$ cat config.mk
export PLATFORM = sky130hd
export DESIGN_NAME = strobe_fifo
export DESIGN_NICKNAME = d
export VERILOG_FILES = /design/src/rtl/strobe_fifo_pkg.sv /design/src/rtl/strobe_sense.sv /design/src/rtl/fifo_ctrl.sv /design/src/rtl/fifo_store.sv /design/src/rtl/strobe_fifo.sv
export SDC_FILE = /design/constraint.sdc
export NUM_CORES = 1
export LEC_CHECK = 0
export ABC_AREA = 0
export BUFFER_PORTS_ARGS = -buffer_cell sky130_fd_sc_hd__buf_2
export CORE_ASPECT_RATIO = 2
export CORE_MARGIN = 5
export CORE_UTILIZATION = 45
export DETAILED_ROUTE_END_ITERATION = 8
export PLACE_DENSITY_LB_ADDON = 0.1
export SETUP_SLACK_MARGIN = 0.1
export SLEW_MARGIN = 20
export SYNTH_ARGS = -nofsm -noshare
export SYNTH_HDL_FRONTEND = slang
export SYNTH_SLANG_ARGS = --single-unit
$ cat constraint.sdc
create_clock -name clk -period 3 [get_ports clk]
set_clock_uncertainty 0.05 [all_clocks]
set_input_delay 0.15 -clock clk [delete_from_list [all_inputs] [get_ports clk]]
set_output_delay 0.15 -clock clk [all_outputs]
set_load 0.005 [all_outputs]
$ cat src/rtl/strobe_fifo_pkg.sv
package strobe_fifo_pkg;

    localparam int WORD_W = 9;

    typedef logic [WORD_W-1:0] word_t;

    typedef enum logic {
        MODE_SOLO  = 1'b0,
        MODE_CHAIN = 1'b1
    } fifo_mode_e;

    // Strobe events after edge detection, before qualification by flags
    typedef struct packed {
        logic push;
        logic pop;
        logic rewind;
    } fifo_req_s;

    // Falling edge of an active-low level between two samples
    function automatic logic went_low(input logic prev_lvl, input logic now_lvl);
        return prev_lvl & ~now_lvl;
    endfunction

endpackage

$ cat src/rtl/strobe_sense.sv
module strobe_sense
    import strobe_fifo_pkg::*;
#(
    parameter int NUM = 2
) (
    input  logic           clk,
    input  logic           rst,
    input  logic [NUM-1:0] lvl_n,
    output logic [NUM-1:0] fall
);

    for (genvar i = 0; i < NUM; i++) begin : g_lane
        logic prev_q;

        always_ff @(posedge clk) begin
            if (rst) prev_q <= 1'b1;
            else     prev_q <= lvl_n[i];
        end

        assign fall[i] = went_low(prev_q, lvl_n[i]);
    end

endmodule

$ cat src/rtl/fifo_ctrl.sv
module fifo_ctrl
    import strobe_fifo_pkg::*;
#(
    parameter int ADDR_W = 4
) (
    input  logic              clk,
    input  logic              rst,
    input  fifo_mode_e        mode,
    input  fifo_req_s         req,
    output logic              wr_en,
    output logic              rd_en,
    output logic [ADDR_W-1:0] wr_addr,
    output logic [ADDR_W-1:0] rd_addr,
    output logic              is_empty,
    output logic              is_full,
    output logic              is_half,
    output logic              wrap_tok
);

    localparam int CNT_W = ADDR_W + 1;
    localparam int DEPTH = 1 << ADDR_W;
    localparam logic [CNT_W-1:0] CNT_FULL = CNT_W'(DEPTH);
    localparam logic [CNT_W-1:0] CNT_HALF = CNT_W'(DEPTH / 2);
    localparam logic [ADDR_W-1:0] ADDR_LAST = {ADDR_W{1'b1}};

    logic [ADDR_W-1:0] wp_q, rp_q;
    logic [CNT_W-1:0]  cnt_q;
    logic              tok_q;
    logic              rew_go;

    assign is_empty = (cnt_q == '0);
    assign is_full  = (cnt_q == CNT_FULL);
    assign is_half  = (cnt_q >= CNT_HALF);

    assign rew_go = req.rewind && (mode == MODE_SOLO);
    assign wr_en  = req.push && !is_full;
    assign rd_en  = req.pop && !is_empty && !rew_go;

    always_ff @(posedge clk) begin
        if (rst) begin
            wp_q  <= '0;
            rp_q  <= '0;
            cnt_q <= '0;
            tok_q <= 1'b0;
        end else begin
            tok_q <= (mode == MODE_CHAIN) && wr_en && (wp_q == ADDR_LAST);
            if (wr_en) wp_q <= wp_q + ADDR_W'(1);
            if (rew_go) begin
                rp_q  <= '0;
                cnt_q <= {1'b0, wp_q};
            end else begin
                if (rd_en) rp_q <= rp_q + ADDR_W'(1);
                unique case ({wr_en, rd_en})
                    2'b10:   cnt_q <= cnt_q + CNT_W'(1);
                    2'b01:   cnt_q <= cnt_q - CNT_W'(1);
                    default: cnt_q <= cnt_q;
                endcase
            end
        end
    end

    assign wr_addr  = wp_q;
    assign rd_addr  = rp_q;
    assign wrap_tok = tok_q;

endmodule

$ cat src/rtl/fifo_store.sv
module fifo_store
    import strobe_fifo_pkg::*;
#(
    parameter int ADDR_W = 4
) (
    input  logic              clk,
    input  logic              rst,
    input  logic              wr_en,
    input  logic [ADDR_W-1:0] wr_addr,
    input  word_t             wr_data,
    input  logic              rd_en,
    input  logic [ADDR_W-1:0] rd_addr,
    output word_t             rd_data
);

    localparam int DEPTH = 1 << ADDR_W;

    word_t mem [DEPTH];
    word_t rd_q;

    always_ff @(posedge clk) begin
        if (wr_en) mem[wr_addr] <= wr_data;
    end

    always_ff @(posedge clk) begin
        if (rst)        rd_q <= '0;
        else if (rd_en) rd_q <= mem[rd_addr];
    end

    assign rd_data = rd_q;

endmodule

$ cat src/rtl/strobe_fifo.sv
module strobe_fifo
    import strobe_fifo_pkg::*;
#(
    parameter int ADDR_W = 4
) (
    input  logic        clk,
    input  logic        rst,
    input  logic        chain_mode,
    input  logic        wr_n,
    input  logic        rd_n,
    input  logic        rt_n,
    input  logic [8:0]  din,
    output logic [8:0]  dout,
    output logic        dout_oe,
    output logic        empty,
    output logic        full,
    output logic        stat_pin
);

    fifo_mode_e        mode;
    logic [1:0]        falls;
    fifo_req_s         req;
    logic              wr_en, rd_en;
    logic [ADDR_W-1:0] wr_addr, rd_addr;
    logic              is_half, wrap_tok;
    word_t             rd_data;
    logic              oe_q;

    assign mode = fifo_mode_e'(chain_mode);

    strobe_sense #(.NUM(2)) u_sense (
        .clk   (clk),
        .rst   (rst),
        .lvl_n ({rd_n, wr_n}),
        .fall  (falls)
    );

    assign req.push   = falls[0];
    assign req.pop    = falls[1];
    assign req.rewind = !rt_n && wr_n && rd_n;

    fifo_ctrl #(.ADDR_W(ADDR_W)) u_ctrl (
        .clk      (clk),
        .rst      (rst),
        .mode     (mode),
        .req      (req),
        .wr_en    (wr_en),
        .rd_en    (rd_en),
        .wr_addr  (wr_addr),
        .rd_addr  (rd_addr),
        .is_empty (empty),
        .is_full  (full),
        .is_half  (is_half),
        .wrap_tok (wrap_tok)
    );

    fifo_store #(.ADDR_W(ADDR_W)) u_store (
        .clk     (clk),
        .rst     (rst),
        .wr_en   (wr_en),
        .wr_addr (wr_addr),
        .wr_data (din),
        .rd_en   (rd_en),
        .rd_addr (rd_addr),
        .rd_data (rd_data)
    );

    always_ff @(posedge clk) begin
        if (rst) oe_q <= 1'b0;
        else     oe_q <= !rd_n;
    end

    assign dout_oe  = oe_q;
    assign dout     = oe_q ? rd_data : '0;
    assign stat_pin = (mode == MODE_CHAIN) ? wrap_tok : is_half;

endmodule

# --- Word-level counts from Yosys, hierarchy flattened ---
# Memories as Yosys holds them, arrays and structs flattened. A register that Yosys moved wholly into a read port is not among the register bits.
# Index checks and enable logic that the tools add are counted.
word_totals:
  ff_bits: 17
  latchBits: 0
  ram_bits: 144
  mem_bits_ro: 0
  inputBits: 15
  output_inout_bits: 13
  elab_cells: 46
  memories: 1
classes:
  add_sub_neg: 4
  multipliers: 0
  div: 0
  order_cmp: 1
  n_eq_ne: 4
  shifts: 0
  muxes: 6
  bitwise_logic: 5
  n_reduce_logical: 17
memory_table:
  columns: ["name", "words", "width", "read_ports", "rd_clocked_by_memory_dff", "write_ports", "line", "text"]
  rows:
  - ["u_store.mem", 16, 9, 1, 1, 1, "fifo_store.sv:18", "word_t mem [DEPTH];"]
ops:
  columns: ["operator", "n"]
  rows:
  - ["$pmux W5 S2", 1]
  - ["$mux W9", 1]
  - ["$add A4 B1 Y4 const B", 2]
  - ["$logic_and A1 B1 Y1", 8]
  - ["$add A5 B1 Y5 const B", 1]
  - ["$eq A5 B5 Y1 const B", 1]
  - ["$ge A5 B4 Y1 const B", 1]
  - ["$logic_not A1 Y1", 5]
  - ["$logic_not A5 Y1", 1]
  - ["$sub A5 B1 Y5 const B", 1]
  - ["$eq A4 B4 Y1 const B", 1]
  - ["$mux W4", 1]
  - ["$mux W1", 3]
  - ["$not A1 Y1", 3]
  - ["$reduce_bool A3 Y1", 1]
  - ["$and A1 B1 Y1", 2]
  - ["$eq A2 B1 Y1 const B", 1]
  - ["$eq A2 B2 Y1 const B", 1]
  - ["$reduce_bool A2 Y1", 1]
  - ["$reduce_or A2 Y1", 1]

# --- Depth between registers and ports, before layout ---
# Gate-level depths: netlist of run 1.
logic_depth:
  depth_word: 9
  ltp_mapped: 12
  mapped_depth_nobuf: 10

# --- Hierarchy ---
# Synthesis of run 1 repeated with hierarchy kept, for this count alone.
unflattened:
  cells_unflattened: 463
  hier_area_um2: 7018.0
modules_own_cells:
  columns: ["module", "instances", "cells_each", "area_per_inst_um2", "seq_area_each_um2"]
  rows:
  - ["fifo_store", 1, 351, 6004.5, 4504.3]
  - ["fifo_ctrl", 1, 93, 842.1, 280.3]
  - ["strobe_fifo", 1, 13, 103.8, 20.0]
  - ["strobe_sense", 1, 6, 67.6, 40.0]

# --- Least setup slack after synthesis of run 1 ---
# OpenSTA, ideal clock, no wires.
synth_timing:
  path_kind: "register to register"
  from: "register u_ctrl.cnt_q[1]"
  to: "register u_ctrl.cnt_q[2]"
  setup_ps: 91
  arrival_time_ps: 2606
  t_required_ps: 2859
  setup_slack_ps: 253
  path_stages_with_launch: 13
  n_path_buf: 3
  period_less_slack_ps: 2747
  path_cell_list: "dfxtp_1 buf_2 nor3_2 a21oi_1 clkbuf_1 ha_1 clkbuf_1 xor2_1 ha_1 a21oi_1 xor2_1 or3_1 a311oi_1"
synth_between:
  elab_chain_cells: 7
  word_cells_on_any_way: 14
  cone_classes: "add/sub: 2; eq/ne: 3; mux: 2; reduce/logical: 7"
synth_rtl:
  columns: ["item", "line", "text"]
  rows:
  - ["from (decl)", "fifo_ctrl.sv:27", "logic [CNT_W-1:0] cnt_q;"]
  - ["from (signal assigned)", "fifo_ctrl.sv:50", "cnt_q <= {1'b0, wp_q};"]
  - ["from (signal assigned)", "fifo_ctrl.sv:54", "2'b10: cnt_q <= cnt_q + CNT_W'(1);"]
  - ["from (signal assigned)", "fifo_ctrl.sv:55", "2'b01: cnt_q <= cnt_q - CNT_W'(1);"]
  - ["$logic_not A5 Y1 *", "fifo_ctrl.sv:31", "assign is_empty = (cnt_q == '0);"]
  - ["$logic_not A1 Y1 *", "fifo_ctrl.sv:37", "assign rd_en = req.pop && !is_empty && !rew_go;"]
  - ["$logic_and A1 B1 Y1 * (2 in series)", "fifo_ctrl.sv:37", null]
  - ["named net rd_en", "strobe_fifo.sv:23", "logic wr_en, rd_en;"]
  - ["$eq A2 B1 Y1 or $eq A2 B2 Y1 (tied branches)", "fifo_ctrl.sv:53", "unique case ({wr_en, rd_en})"]
  - ["$pmux W5 S2", "fifo_ctrl.sv:53", null]
  - ["$mux W4", "fifo_ctrl.sv:48", "if (rew_go) begin"]
# Mark *: on every way through the listed nets, which the timed path passes. The rest lies on a longest branch.
# A chain may end at the register's enable or synchronous reset.

# --- Worst setup path in the final report of run 1 ---
layout_timing:
  from: "register u_ctrl.cnt_q[1]"
  to: "register u_ctrl.cnt_q[2]"
layout_between:
  elab_chain_cells: 7
  word_cells_on_any_way: 14
  cone_classes: "add/sub: 2; eq/ne: 3; mux: 2; reduce/logical: 7"
layout_rtl:
  columns: ["item", "line"]
  rows:
  - ["$logic_not A5 Y1", "fifo_ctrl.sv:31"]
  - ["$logic_not A1 Y1", "fifo_ctrl.sv:37"]
  - ["$logic_and A1 B1 Y1 (2 in series)", "fifo_ctrl.sv:37"]
  - ["$eq A2 B1 Y1 or $eq A2 B2 Y1 (tied branches)", "fifo_ctrl.sv:53"]
  - ["$pmux W5 S2", "fifo_ctrl.sv:53"]
  - ["$mux W4", "fifo_ctrl.sv:48"]
# Several ways; a longest one is shown, not always the timed one.

==> flow_summary.yaml, run 1 <==
clock_tree:
  clk_pin_slew_ps: 70
  cts.sinks: 170
  root_buffer: "clkbuf_16"
  cts_buffers: 17
  clock_latency_ps: 420
  cts_buffer_depth: 2
  cts_tree: "done"
  htreeDepth: 4
  cts_setup_buffers: 0
sta:
  period_share: 0.888
  setup-tns-final_ps: 0
  fmax_mhz: 375
  whs_ps: 71.8
  rsz0062_at_grt: "no"
  hold_viol_final: 0
  worst_pin_slew_ps: 561
  period_needed_ps: 2660
  finalMaxSlewViolations: 0
  max_slew_margin: 0.625
  setup_viol: 0
setup_path:
  crit_buf_inv: 1
  crit_chain: "nor3_4, a21oi_1, inv_1, ha_1, xor2_1, ha_1, a21oi_1, xor2_1, or3_1, a311oi_1"
  critPathSlowestCell: "dfxtp_1"
  end_kind: "flop"
  cp-start-kind: "flop"
  worst_ep_arrival_time_ps: 2950
  crit_fanout: 9
  crit_type: "reg -> reg"
  cp_slowest_stage_delay_ps: 400
  worst_ep_required_time_ps: 3280
  cpLargestDelayFamily: "simple AND/OR/NAND/NOR gates"
drt:
  drt_iter0_drc: 228
  routed-via-count: 3915
  drc_errors: 0
  route.detailed.wl_per_inst_um: 21.7
  viasPerCell: 5.44
  antenna_left: 0
  drt-total-wl_um: 15600
  firstDrtPassIters: 4
yosys:
  yosysUniqueCellTypes: 37
  yosysSeqAreaShare: 0.700
  syn_inst: 465
  synth_warnings: 0
  syn_nets: 488
  syn_avg_cell_area_um2: 14.9
  synth_area_um2: 6920
  synth_xor_area_frac: 0.0127
  synthMuxAreaShare: 0.111
  ys_ff_latch: 170
  synth_top_family_by_area: "multiplexers"
  synth_simple_gate_area_frac: 0.0730
  synth-adder-area-share: 0.0145
  synth_compound_area_frac: 0.0638
pwr:
  p_leak_nw: 2.56
  swShare: 0.260
  power_frac_comb: 0.128
  switching_power_mw: 1.44
  intPower_mw: 4.10
  irDropWorstVdd_mv: 0.378
  share_seq_of_total_power: 0.503
  pwr-share-clk: 0.369
  p_per_area_nw_per_um2: 698
place:
  place.gp.congestion: 0.789
  place.port_buffers: 27
  placed_area_um2: 7350
  dp_hpwl_um: 10700
  dp.cells: 685
die:
  io_pins: 28
  initial_core_util: 0.455
  num_rows: 64
  core_um2: 15200
  die_area_um2: 18100
  die_w_um: 97.7
  die_h_um: 185
global_route:
  overflow: 0
  grtUsageTotal: 0.185
  grt_max_degree: 28
  antenna_found_initial: 0
  grt_pass1_vias: 4202
  grt_pass1_wl_um: 24300
final_layout:
  utilization: 0.522
  drive_above_1_share: 0.170
  nNetsFinal: 532
  area_growth_syn_to_layout_pct: 14.7
  layout_common_cells: "144 x edfxtp_1, 71 x mux2i_1, 53 x nor2_1"
  diodes: 0
  n_fill_cell: 1319
  ff_latch_area_um2: 4850
  multi_input_area_um2: 1910
  fin_cells: 720
  stdcell_area_um2: 7940
  final_common_cell: "edfxtp_1"
hold_path:
  hold_class: "in -> reg"
flow_run:
  cap_viol_max_count: 0
outcome:
  outcome: "complete, no violations"
-- worst reg2reg max path: cells and delay by family (launching register included) --
family / cells / cell delay [ps]
XOR/XNOR: 2 / 220
AO/OA/AOI/OAI: 3 / 580
AND/OR/NAND/NOR: 2 / 630
buffers and inverters: 1 / 100
adder cells (fa/ha/maj): 2 / 580
flip-flops: 1 / 400
-- synthesized netlist by cell type --
library cell / instances / area (um^2)
nand2b_1: 5 / 31.3
ha_1: 8 / 100
nor4b_1: 1 / 8.76
a211o_1: 1 / 8.76
o22ai_1: 34 / 213
xnor2_1: 6 / 52.6
a31oi_1: 1 / 6.26
and2_1: 9 / 56.3
clkbuf_1: 9 / 33.8
or2_2: 2 / 12.5
nand2_1: 4 / 15.0
mux2i_1: 71 / 711
nor2b_1: 1 / 6.26
or3b_1: 4 / 35.0
nor3_2: 1 / 10.0
nor3_1: 7 / 35.0
o21ai_0: 2 / 10.0
nor2_1: 53 / 199
a311oi_1: 12 / 105
xor2_1: 4 / 35.0
mux2_1: 1 / 11.3
nand4bb_1: 1 / 11.3
nand3_1: 4 / 20.0
nand4b_1: 1 / 8.76
nand3b_1: 5 / 37.5
a32oi_1: 1 / 8.76
a21oi_1: 6 / 30.0
a211oi_1: 6 / 45.0
buf_2: 16 / 80.1
or3_1: 3 / 18.8
dfxtp_1: 26 / 521
inv_1: 10 / 37.5
edfxtp_1: 144 / 4320
mux4_2: 2 / 45.0
o21bai_1: 1 / 7.51
buf_6: 2 / 22.5
o31ai_1: 1 / 7.51
-- cell families after synthesis --
family / Yosys count
compound gates: 65
xor+xnor: 10
fa+ha+maj: 8
buf+inv: 37
flops: 170
mux: 74
simple gates: 101
-- final timing paths --
path / start / end / slack [ps] / depth (start not counted)
setup reg to reg: u_ctrl.cnt_q[1] / u_ctrl.cnt_q[2] / 340 / 10
hold / removal: rst / u_ctrl.cnt_q[0] / 70 / 2
setup / recovery: u_ctrl.cnt_q[1] / u_ctrl.cnt_q[2] / 340 / 10
hold reg to reg: u_store.rd_data[3] / u_store.rd_data[3] / 450 / 2
-- sequential cells by signal (all words and copies together), names as in the netlist --
name,flops
u_ctrl.wr_addr,4
u_store.mem,144
u_sense.g_lane.prev_q,2
u_store.rd_data,9
u_ctrl.rd_addr,4
dout_oe,1
u_ctrl.wrap_tok,1
u_ctrl.cnt_q,5
-- power groups by stage --
stage / clock (mW) / sequential [mW] / combinational [mW]
after floorplan: 0 / 2.76 / 0.542
final: 2.04 / 2.79 / 0.710
after CTS: 2.09 / 2.78 / 0.710
after global placement: 0 / 2.82 / 0.676
after detailed placement: 0 / 2.83 / 0.701
after global routing: 2.19 / 2.80 / 0.786
-- per-layer routing --
layer | track usage | share of wire | vias to the layer above | wire (um)
li1 | - | - | 1874 | -
met1 | 0.198 | 0.38 | 1940 | 5960
met2 | 0.344 | 0.56 | 78 | 8770
met3 | 0.0343 | 0.024 | 23 | 378
met4 | 0.0937 | 0.033 | 0 | 517
met5 | 0 | 0 | - | 0
-- area by class of cell --
cell class | instances | area share
flip-flops and latches | 170 | 0.611
multi-input cells | 258 | 0.240
clock buffers | 20 | 0.0591
repair buffers | 52 | 0.0432
well taps | 198 | 0.0312
clock inverters | 12 | 0.0106
inverters | 10 | 0.00473
-- per-stage QoR --
step | setup WS [ps] | power, mW
after global placement | 432 | 3.50
after detailed placement | 293 | 3.53
after CTS | 269 | 5.58
after global routing | 106 | 5.78
after floorplan | 253 | 3.30
final | 335 | 5.54
-- repair_timing --
item / in CTS / in global routing
hold buffers: 3 / 0
hold endpoints to repair: 4 / 0
resized for setup: 0 / 3
setup endpoints to repair: 0 / 1
Note: power is estimated with default switching activity, not from simulation.
==> run 2: changes to the inputs <==
==> constraint.sdc (replaced) <==
create_clock -name clk -period 2.8 [get_ports clk]
set_clock_uncertainty 0.05 [all_clocks]
set_input_delay 0.14 -clock clk [delete_from_list [all_inputs] [get_ports clk]]
set_output_delay 0.14 -clock clk [all_outputs]
set_load 0.005 [all_outputs]
==> run 2 against run 1 <==
Effect of this change:
- non-clock buffer count increased by 1
- sequential power increased by 7%
- die area unchanged
- via count rose by 1.5%
- first-iteration DRC count is 21% higher
- register-to-register slack hardly changed
- fmax increased by 7.8%
- highest routed layer unchanged
==> flow_summary.yaml, run 2 (synthesis results as in run 1) <==
outcome:
  outcome: "complete, no violations"
setup_path:
  ff2ff_path_depth: 10
  rrSetupSlack_ps: 330
  r2r-start: "u_ctrl.cnt_q[1]"
  crit_type: "reg -> reg"
  worst_ep_arrival_time_ps: 2750
  cp-start-kind: "flop"
  rr_endpoint: "u_ctrl.cnt_q[2]"
  crit_start: "u_ctrl.cnt_q[1]"
  worst_ep_required_time_ps: 3080
  endpoint: "u_ctrl.cnt_q[2]"
  end_kind: "flop"
  crit_fanout: 8
die:
  die_w_um: 97.7
  core_um2: 15200
  die_area_um2: 18100
  initial_core_util: 0.455
  num_rows: 64
  io_pins: 28
  die_h_um: 185
sta:
  max_slew_margin: 0.616
  setup-tns-final_ps: 0
  worst_pin_slew_ps: 576
  period_needed_ps: 2470
  finalMaxSlewViolations: 0
  rsz0062_at_grt: "no"
  period_share: 0.883
  setup_viol: 0
  whs_ps: 65.4
  fmax_mhz: 405
  hold_viol_final: 0
global_route:
  grt_pass1_wl_um: 24200
  antenna_found_initial: 0
  overflow: 0
  grt_pass1_vias: 4090
  grtUsageTotal: 0.183
  grt_max_degree: 31
clock_tree:
  cts_tree: "done"
  cts.sinks: 170
  clock_latency_ps: 420
  cts_buffers: 17
  cts_buffer_depth: 2
  clk_pin_slew_ps: 70
  root_buffer: "clkbuf_16"
  htreeDepth: 4
drt:
  viasPerCell: 5.51
  drt-total-wl_um: 15900
  routed-via-count: 3973
  drt_iter0_drc: 275
  antenna_left: 0
  route.detailed.wl_per_inst_um: 22.0
  firstDrtPassIters: 4
  drc_errors: 0
final_layout:
  diodes: 0
  drive_above_1_share: 0.163
  layout_common_cells: "144 x edfxtp_1, 71 x mux2i_1, 53 x nor2_1"
  final_common_cell: "edfxtp_1"
  area_growth_syn_to_layout_pct: 15.3
  nNetsFinal: 533
  largest_reg_flops: 144
  largest_register: "u_store.mem"
pwr:
  swShare: 0.248
  irDropWorstVdd_mv: 0.401
  p_total_mw: 6.09
  power_frac_comb: 0.125
  intPower_mw: 4.57
  switching_power_mw: 1.51
  p_leak_nw: 2.56
  p_per_area_nw_per_um2: 762
  pwr-share-clk: 0.385
  share_seq_of_total_power: 0.490
place:
  place.port_buffers: 27
  dp_hpwl_um: 10900
  place.gp.congestion: 0.809
hold_path:
  whs_path_depth: 1
  hold_class: "in -> reg"
flow_run:
  cap_viol_max_count: 0
## run 2: power groups by stage
stage	registers (mW)	clock network [mW]	logic [mW]
3_5_place_dp	3.04	0	0.764
5_1_grt	3.00	2.49	0.850
6_report	2.98	2.34	0.762
2_1_floorplan	2.96	0	0.593
3_3_place_gp	3.03	0	0.740
4_1_cts	2.98	2.39	0.772
## run 2: worst min path at each step
stage           start                        to  slack [ps]
2_1_floorplan  din[0]         u_store.mem[0][0]         190
3_3_place_gp     wr_n  u_sense.g_lane[0].prev_q         300
5_1_grt        din[2]         u_store.mem[1][2]          60
6_report       din[2]         u_store.mem[1][2]          70
4_1_cts           rst         u_ctrl.wr_addr[3]          50
3_5_place_dp     wr_n  u_sense.g_lane[0].prev_q         310
## run 2: final cells by class
type                       instances  area, um^2
sequential                       170        4850
inverter                          10        37.5
timing repair buffer              53         350
fill                            1311        7230
tap                              198         248
multi-input combinational        258        1910
clock inverter                    12         153
clock buffer                      20         437
## run 2: repair_timing
| action | in CTS | in global routing |
|---|---|---|
| setup endpoints to repair | 0 | 1 |
| setup buffers | 0 | 0 |
| endpoints found under the hold margin | 4 | 0 |
| hold buffers | 3 | 0 |
| gates resized for setup | 0 | 1 |
## run 2: routing by layer
layer	global-route usage	wire [um]	up-vias
li1	-	-	1862
met1	0.198	6090	2008
met2	0.338	8710	77
met3	0.0328	419	26
met4	0.0937	641	0
met5	0	0	-
## run 2: worst max-delay path, cell delays in order (launching register included)
cell	delay (ps)
dfxtp_1	510
nor3_4	110
a21oi_1	190
inv_1	90
ha_1	210
xor2_1	150
ha_1	220
a21oi_1	180
xor2_1	100
or3_1	320
a311oi_1	250
## run 2: per-stage QoR
step,util,setup WS [ps],std cells,instance area (um^2)
2_1_floorplan,-,153,465,6930
3_3_place_gp,0.484,430,686,7360
3_5_place_dp,0.484,326,686,7360
4_1_cts,0.525,296,721,7980
5_1_grt,0.525,136,721,7980
6_report,0.525,328,721,7980
